[src/rtl/wprpg_pkg.sv]
package wprpg_pkg;

  localparam int unsigned LFSR_W  = 16;
  localparam int unsigned GROUP_W = 4;   // register bits read per output bit
  localparam int unsigned CODE_W  = 3;   // {invert, depth[1:0]}
  localparam logic [LFSR_W-1:0] DEFAULT_SEED = 16'hACE1;

  typedef struct packed {
    logic       inv;
    logic [1:0] depth;
  } wcode_t;

  // One step of the x^16+x^14+x^13+x^11+1 register, shifting toward the MSB
  function automatic logic [LFSR_W-1:0] lfsr_step(input logic [LFSR_W-1:0] s);
    logic fb;
    fb = s[15] ^ s[13] ^ s[12] ^ s[10];
    return {s[LFSR_W-2:0], fb};
  endfunction

  // AND of the first depth+1 taps, optionally complemented
  function automatic logic shape_bit(input logic [GROUP_W-1:0] taps, input wcode_t c);
    logic a;
    unique case (c.depth)
      2'd0:    a = taps[0];
      2'd1:    a = &taps[1:0];
      2'd2:    a = &taps[2:0];
      default: a = &taps[3:0];
    endcase
    return a ^ c.inv;
  endfunction

endpackage

[src/rtl/wprpg_lfsr.sv]
module wprpg_lfsr
  import wprpg_pkg::*;
#(
  parameter logic [LFSR_W-1:0] RESET_SEED = DEFAULT_SEED
) (
  input  logic              clk_i,
  input  logic              rst_ni,
  input  logic              en_i,
  input  logic              load_i,
  input  logic [LFSR_W-1:0] seed_i,
  output logic [LFSR_W-1:0] state_o
);

  logic [LFSR_W-1:0] state_q;
  logic [LFSR_W-1:0] seed_safe;

  assign seed_safe = (seed_i == '0) ? RESET_SEED : seed_i;

  always_ff @(posedge clk_i or negedge rst_ni) begin
    if (!rst_ni) begin
      state_q <= RESET_SEED;
    end else if (load_i) begin
      state_q <= seed_safe;
    end else if (en_i) begin
      state_q <= lfsr_step(state_q);
    end
  end

  assign state_o = state_q;

endmodule

[src/rtl/wprpg_setreg.sv]
module wprpg_setreg #(
  parameter int unsigned NSETS = 3,
  parameter int unsigned SEL_W = 2
) (
  input  logic             clk_i,
  input  logic             rst_ni,
  input  logic [SEL_W-1:0] sel_i,
  output logic [SEL_W-1:0] set_o
);

  logic             sel_valid;
  logic [SEL_W-1:0] set_q;

  assign sel_valid = (32'(sel_i) < NSETS);

  always_ff @(posedge clk_i or negedge rst_ni) begin
    if (!rst_ni) begin
      set_q <= '0;
    end else if (sel_valid) begin
      set_q <= sel_i;
    end
  end

  assign set_o = set_q;

endmodule

[src/rtl/wprpg_shaper.sv]
module wprpg_shaper
  import wprpg_pkg::*;
#(
  parameter int unsigned NBITS = 4,
  parameter int unsigned NSETS = 3,
  parameter int unsigned SEL_W = 2,
  parameter logic [NSETS*NBITS*CODE_W-1:0] WT_BANK = '0
) (
  input  logic [LFSR_W-1:0] state_i,
  input  logic [SEL_W-1:0]  set_i,
  output logic [NBITS-1:0]  vec_o
);

  for (genvar j = 0; j < NBITS; j++) begin : g_bit
    logic [GROUP_W-1:0] taps;
    wcode_t             code;

    for (genvar k = 0; k < GROUP_W; k++) begin : g_tap
      assign taps[k] = state_i[(j*GROUP_W + k) % LFSR_W];
    end

    always_comb begin
      code = wcode_t'(WT_BANK[(int'(set_i)*NBITS + j)*CODE_W +: CODE_W]);
    end

    assign vec_o[j] = shape_bit(taps, code);
  end

endmodule

[src/rtl/wprpg_top.sv]
module wprpg_top
  import wprpg_pkg::*;
#(
  parameter int unsigned NBITS = 4,
  parameter int unsigned NSETS = 3,
  parameter int unsigned SEL_W = (NSETS > 1) ? $clog2(NSETS) : 1,
  parameter logic [LFSR_W-1:0] RESET_SEED = DEFAULT_SEED,
  // set 0: all 1/2; set 1: 1/4, 3/4, 1/8, 7/8; set 2: 1/16, 15/16, ~1/2, 1/2
  parameter logic [NSETS*NBITS*CODE_W-1:0] WT_BANK =
    {3'b000, 3'b100, 3'b111, 3'b011,
     3'b110, 3'b010, 3'b101, 3'b001,
     3'b000, 3'b000, 3'b000, 3'b000}
) (
  input  logic              clk_i,
  input  logic              rst_ni,
  input  logic              en_i,
  input  logic              seed_load_i,
  input  logic [LFSR_W-1:0] seed_i,
  input  logic [SEL_W-1:0]  set_sel_i,
  output logic [NBITS-1:0]  vec_o
);

  logic [LFSR_W-1:0] lfsr_q;
  logic [SEL_W-1:0]  set_q;

  wprpg_lfsr #(.RESET_SEED(RESET_SEED)) lfsr_i (
    .clk_i   (clk_i),
    .rst_ni  (rst_ni),
    .en_i    (en_i),
    .load_i  (seed_load_i),
    .seed_i  (seed_i),
    .state_o (lfsr_q)
  );

  wprpg_setreg #(.NSETS(NSETS), .SEL_W(SEL_W)) setreg_i (
    .clk_i  (clk_i),
    .rst_ni (rst_ni),
    .sel_i  (set_sel_i),
    .set_o  (set_q)
  );

  wprpg_shaper #(
    .NBITS   (NBITS),
    .NSETS   (NSETS),
    .SEL_W   (SEL_W),
    .WT_BANK (WT_BANK)
  ) shaper_i (
    .state_i (lfsr_q),
    .set_i   (set_q),
    .vec_o   (vec_o)
  );

endmodule

[config.mk]
export PLATFORM = sky130hd
export DESIGN_NAME = wprpg_top
export DESIGN_NICKNAME = d
export VERILOG_FILES = /design/src/rtl/wprpg_pkg.sv /design/src/rtl/wprpg_lfsr.sv /design/src/rtl/wprpg_setreg.sv /design/src/rtl/wprpg_shaper.sv /design/src/rtl/wprpg_top.sv
export SDC_FILE = /design/constraint.sdc
export NUM_CORES = 1
export LEC_CHECK = 0
export ABC_CLOCK_PERIOD_IN_PS = 1200
export BUFFER_PORTS_ARGS = -buffer_cell sky130_fd_sc_hd__buf_4
export CAP_MARGIN = 20
export CORE_AREA = 2 2 48 50
export CTS_BUF_LIST = sky130_fd_sc_hd__clkbuf_4
export CTS_CLUSTER_SIZE = 30
export DETAILED_ROUTE_END_ITERATION = 10
export DIE_AREA = 0 0 50 52
export PLACE_DENSITY = 0.78
export SLEW_MARGIN = 0
export SYNTH_ARGS = -nofsm -noshare
export SYNTH_HDL_FRONTEND = slang
export SYNTH_HIERARCHICAL = 1
export SYNTH_SLANG_ARGS = --single-unit
[constraint.sdc]
create_clock -name clk_i -period 1.2 [get_ports clk_i]
set_input_delay 0.06 -clock clk_i [delete_from_list [all_inputs] [get_ports clk_i]]
set_output_delay 0.06 -clock clk_i [all_outputs]
set_load 0.02 [all_outputs]
==> results_dict.tcl, run 1 <==
set metrics [dict create \
    period_needed_ps 1530 \
    cts_sinks 18 \
    crit_slowest_cell "dfrtp_2" \
    layout_commonest_cell "buf_4" \
    hold_viol_final 0 \
    grt_pass1_vias 875 \
    drive_gt1_share_pct 48.5 \
    fin_ws_ps -335 \
    pre_cts_ws_ps -120 \
    synth_edf_count 0 \
    violations "setup timing" \
    drt_wl_total_mm 2.38 \
    grt_usage_pct 20.0 \
    ys_types 30 \
    max-cap-violations 0 \
    setup_viol 4 \
    maxSlewHeadroom_pct 81.2 \
    synth_cells 100 \
    rows 17 \
    register_area_um2 463 \
    vias 868 \
    layout_common_cells "21 x buf_4, 12 x dlygate4sd3_1, 10 x nand2_1, 9 x mux2i_1, 9 x o21ai_0" \
    async_flop_share_pct 100 \
    start_util_pct 51.5 \
    clock_skew_ps 4.64 \
    final_cells 164 \
    setup.worst_path.class "reg2out" \
    syn_avg_cell_area_um2 10.8 \
    cts_tree "built" \
    grt_start_max_net_pins 27 \
    die_y_um 52 \
    p_leak_nw 0.639 \
    grt_first_pass_wirelength_mm 3.94 \
    root_buffer "clkbuf_4" \
    placement.io_buffers 25 \
    nNetsFinal 164 \
    drc_errors 0 \
    min_path_type "in2reg" \
    multi_input_area_um2 619 \
    slowest_delay_ps 470 \
    cts_buffer_depth 2 \
    worstMarginPinSlew_ps 279 \
    clk_pin_slew_worst_paths_ps 100 \
    postRouteAntennaNets 0 \
    power_density_nw_per_um2 1020 \
    rsz0062_at_grt "true" \
    end_kind "output port" \
    dp.cells 149 \
    ff2ff_setup_slack_ps 40 \
    dpl.hpwl_mm 1.65 \
    crit_path_cell_trace "inv_2 -> ha_2 -> a21oi_2 -> o21ai_1 -> and2_4 -> buf_6" \
    dieArea_um2 2600 \
    yosys_warnings 6 \
    antenna_found_initial 0 \
    drv_slew 0 \
    status "complete, but fails checks" \
    wl_per_cell_um 14.5 \
    drt-initial-drc-count 6 \
    cp.required_ps 1140 \
    via_per_inst 5.29 \
    timing.final.crit_share_pct 128 \
    die_w_um 50 \
    cp_num_buf_inv 2 \
    h-tree-depth 1 \
    cts_buffers 3 \
    place.gp.congestion 0.764 \
    drtPass1Iterations 4 \
    io_pins 26 \
    worst_ep_arrival_time_ps 1470 \
    worst_setup_path_start_kind "flop" \
    fillers 159 \
    synthesis.area_um2 1080 \
    core_um2 2110 \
    ys_ff_latch 18 \
    peakVddDrop_mv 0.874 \
    area_growth_pct 37.8 \
    ys_seq_area_share_pct 42.4 \
    crit_family "flip-flops" \
    crit_fanout 4 \
    clock_latency_ps 280 \
    synth_flop_cell "dfrtp_1" \
    synth.net_count 126 \
    globalRouteOverflowTotal 0 \
    antennaDiodeCount 0 \
    clock.fmax_mhz 652 \
]
==> cells in the mapped netlist, types with 2 or more instances <==
cell      number  area [µm²]
o21ai_0       11        55.1
dfrtp_1       10         250
nand2_1       10        37.5
mux2i_1        9        90.1
dfstp_2        8         210
o22a_2         7        70.1
mux2_2         6        67.6
inv_1          5        18.8
ha_1           4        50.1
nor4_1         4        25.0
a21boi_1       2        15.0
a21oi_1        2        10.0
buf_2          2        10.0
nand4_1        2        12.5
xnor2_1        2        17.5
xor2_1         2        17.5
==> worst paths after layout <==
kind                                           startpoint                             end  cells after the start
min reg2reg                 lfsr_i/state_o[0]$_DFFE_PN1P_   lfsr_i/state_o[0]$_DFFE_PN1P_                      2
max in group asynchronous                          rst_ni   lfsr_i/state_o[6]$_DFFE_PN1P_                      2
min in group asynchronous                          rst_ni  lfsr_i/state_o[12]$_DFFE_PN0P_                      2
max reg2reg                lfsr_i/state_o[13]$_DFFE_PN1P_   lfsr_i/state_o[0]$_DFFE_PN1P_                      4
max                         setreg_i/set_o[1]$_DFFE_PN0N_                        vec_o[0]                      6
min                                            seed_i[13]  lfsr_i/state_o[13]$_DFFE_PN1P_                      2
==> flip-flops by register name (all words and copies together) (netlist names) <==
signal and count:
setreg_i/set_o 2, lfsr_i/state_o 16
==> layer usage <==
| layer | global-route usage [%] | wire (µm) | vias up |
|---|---|---|---|
| met4 | 8.33 | 17 | 0 |
| met1 | 26.0 | 1070 | 413 |
| li1 | - | - | 436 |
| met2 | 34.2 | 1230 | 17 |
| met3 | 2.01 | 64 | 2 |
| met5 | 0 | 0 | - |
==> report_power, final <==
| part | switching (mW) | internal, mW |
|---|---|---|
| registers | 0.0687 | 0.696 |
| clock network | 0.169 | 0.116 |
| logic | 0.201 | 0.274 |
| total | 0.439 | 1.09 |
==> cell type report <==
| type | instances | share of cell area, % |
|---|---|---|
| multi-input cells | 72 | 41.4 |
| flip-flops and latches | 18 | 31.0 |
| repair buffers | 38 | 22.3 |
| well taps | 28 | 2.34 |
| clock buffers | 3 | 1.51 |
| inverters | 5 | 1.42 |
==> repair_timing <==
| item | 4_1_cts | 5_1_grt |
|---|---|---|
| setup endpoints to repair | 5 | 8 |
| buffers inserted | 1 | 0 |
| hold buffers | 10 | 2 |
| cloned | 0 | 0 |
| resized for setup | 19 | 2 |
| hold endpoints to repair | 27 | 2 |
| pin swaps | 6 | 5 |
==> logic make-up after synthesis <==
kind of cell	synth area share [%]
compound gates	17.2
simple gates	11.2
flops	42.4
mux	15.9
buf+inv	5.42
xor+xnor	3.23
fa+ha+maj	4.61
==> per-stage QoR <==
step | setup TNS, ps | total power, mW | instance area, µm² | hold WS, ps | util, %
after detailed placement | -300 | 1.17 | 1280 | -58.6 | 60.7
after CTS | -1320 | 1.53 | 1480 | 5.08 | 70.1
after global routing | -1560 | 1.62 | 1500 | 4.07 | 71.0
after global placement | -132 | 1.15 | 1280 | -60.5 | 60.7
after floorplan | -11.1 | 1.01 | 1090 | -236 | -
final | -1240 | 1.53 | 1500 | 10.1 | 71.0
No activity file was read; power rests on OpenSTA's default activity.
==> inputs of run 2 (changes only) <==
--- a/config.mk
+++ b/config.mk
@@ -8,12 +8,14 @@
 export ABC_CLOCK_PERIOD_IN_PS = 1200
 export BUFFER_PORTS_ARGS = -buffer_cell sky130_fd_sc_hd__buf_4
 export CAP_MARGIN = 20
-export CORE_AREA = 2 2 48 50
+export CELL_PAD_IN_SITES_DETAIL_PLACEMENT = 0
+export CELL_PAD_IN_SITES_GLOBAL_PLACEMENT = 1
+export CORE_AREA = 2 2 54 56
 export CTS_BUF_LIST = sky130_fd_sc_hd__clkbuf_4
 export CTS_CLUSTER_SIZE = 30
 export DETAILED_ROUTE_END_ITERATION = 10
-export DIE_AREA = 0 0 50 52
-export PLACE_DENSITY = 0.78
+export DIE_AREA = 0 0 56 58
+export PLACE_DENSITY_LB_ADDON = 0.1
 export SLEW_MARGIN = 0
 export SYNTH_ARGS = -nofsm -noshare
 export SYNTH_HDL_FRONTEND = slang
==> results_dict.tcl, run 2 (same netlist as run 1, synthesis figures left out) <==
set metrics [dict create \
    status "complete, but fails checks" \
    violations "hold timing, setup timing" \
    largest_reg_flops 16 \
    period_needed_ps 1550 \
    die_w_um 56 \
    start_util_pct 40.7 \
    setup_viol 4 \
    wl_per_cell_um 13.9 \
    timing.final.crit_share_pct 129 \
    startpoint "setreg_i/set_o[1]$_DFFE_PN0N_" \
    worstMarginPinSlew_ps 359 \
    dieArea_um2 3250 \
    gr-max-usage-layer "met2" \
    cp_num_buf_inv 2 \
    gr-usage-met2_pct 27.7 \
    fin_ws_ps -345 \
    clock_latency_ps 290 \
    cts_buffers 3 \
    dpl.hpwl_mm 1.69 \
    placement.io_buffers 25 \
    drt-initial-drc-count 14 \
    layout_common_cells "23 x buf_4, 13 x dlygate4sd3_1, 10 x nand2_1" \
    grt_usage_pct 16.9 \
    crit_fanout 4 \
    rows 19 \
    root_buffer "clkbuf_4" \
    use_met1_pct 22.2 \
    holdCritStartpoint "seed_i[6]" \
    drc_errors 0 \
    cts_sinks 18 \
    crit_slowest_cell "dfrtp_2" \
    clock.fmax_mhz 647 \
    crit_family "flip-flops" \
    post-route-util_pct 59.0 \
    holdWs_ps -1.35 \
    r2r_cells 4 \
    vias 877 \
    slowest_delay_ps 480 \
    r2r_start "lfsr_i/state_o[15]$_DFFE_PN1P_" \
    core_um2 2660 \
    rsz0062_at_grt "true" \
    post_dp_cell_area_um2 1310 \
    io_pins 26 \
    postRouteAntennaNets 0 \
    peakVddDrop_mv 0.734 \
    clock_skew_ps 5.08 \
    dp.cells 155 \
    layout_commonest_cell "buf_4" \
    antennaDiodeCount 0 \
    r2r_end "lfsr_i/state_o[0]$_DFFE_PN1P_" \
    min_path_type "in2reg" \
    worst_setup_path_start_kind "flop" \
    power_density_nw_per_um2 1020 \
    globalRouteOverflowTotal 0 \
    cts_tree "built" \
    crit_path_cell_trace "inv_2 -> ha_2 -> a21oi_2 -> o21ai_1 -> and2_1 -> buf_6" \
    grt_first_pass_wirelength_mm 4.34 \
    area_growth_pct 44.8 \
    end_kind "output port" \
    antenna_found_initial 0 \
    use_met3_pct 5.36 \
    place.gp.congestion 0.669 \
    final_cells 173 \
    hold_viol_final 1 \
    clk_pin_slew_worst_paths_ps 100 \
    drt_wl_total_mm 2.40 \
    cp.required_ps 1140 \
    maxSlewHeadroom_pct 75.8 \
    via_per_inst 5.07 \
    drv_slew 0 \
    p_leak_nw 0.681 \
    nNetsFinal 169 \
    endpoint "vec_o[0]" \
    grt_pass1_vias 962 \
    drtPass1Iterations 5 \
    drive_gt1_share_pct 49.3 \
    die_y_um 58 \
    h-tree-depth 1 \
    critical_path_depth 6 \
    max-cap-violations 0 \
    setup.worst_path.class "reg2out" \
    ff2ff_setup_slack_ps 70 \
    stdcell_area_um2 1570 \
    worst_ep_arrival_time_ps 1490 \
    grt_start_max_net_pins 27 \
    cts_buffer_depth 2 \
]
## run 2: cell types whose count changed in the layout (fill, tap and decap cells not counted), sizes merged
cell          delta
clkbuf           +1
dlymetal6s4s     +1
buf              +3
dlygate4sd3      +1
## run 2: how the worst min path moves through the flow
stage	endpoint	slack, ps	cells after the start
floorplan	lfsr_i/state_o[12]$_DFFE_PN0P_	-240	0
global placement	lfsr_i/state_o[14]$_DFFE_PN0P_	-60	1
detailed placement	lfsr_i/state_o[14]$_DFFE_PN0P_	-50	1
finish	lfsr_i/state_o[6]$_DFFE_PN1P_	-1	2
CTS	lfsr_i/state_o[11]$_DFFE_PN1P_	0.6	2
global route	lfsr_i/state_o[5]$_DFFE_PN1P_	2	2
## run 2: timing repair
item / in CTS / in global routing
gates cloned: 0 / 0
endpoints found under the setup margin: 4 / 12
endpoints found under the hold margin: 30 / 1
hold buffers: 13 / 1
pin swaps: 7 / 4
gates resized for setup: 17 / 6
buffers inserted: 1 / 0
## run 2: through the flow
stage	total power, mW	setup slack [ps]	setup TNS, ps
6_report	1.60	-345	-1320
5_1_grt	1.71	-452	-1730
4_1_cts	1.61	-388	-1400
3_5_place_dp	1.18	-135	-300
3_3_place_gp	1.18	-112	-229
2_1_floorplan	1.01	-11.1	-11.1
## run 2: layout make-up
type | count | area, µm²
inverter | 5 | 18.8
multi-input combinational | 72 | 638
sequential | 18 | 462
timing repair buffer | 43 | 383
clock buffer | 4 | 30.0
fill | 235 | 1090
tap | 31 | 38.8
## run 2: metal layers
layer	share of wire, %	up-vias
met2	47	19
li1	-	446
met1	48	412
met3	5.0	0
met4	0	0
met5	0	-
## run 2: where the power goes
| group | leakage, nW | total (mW) | internal [mW] | switching (mW) |
|---|---|---|---|---|
| Combinational | 0.458 | 0.504 | 0.294 | 0.210 |
| Clock | 0.0184 | 0.342 | 0.152 | 0.190 |
| Sequential | 0.205 | 0.758 | 0.696 | 0.0625 |
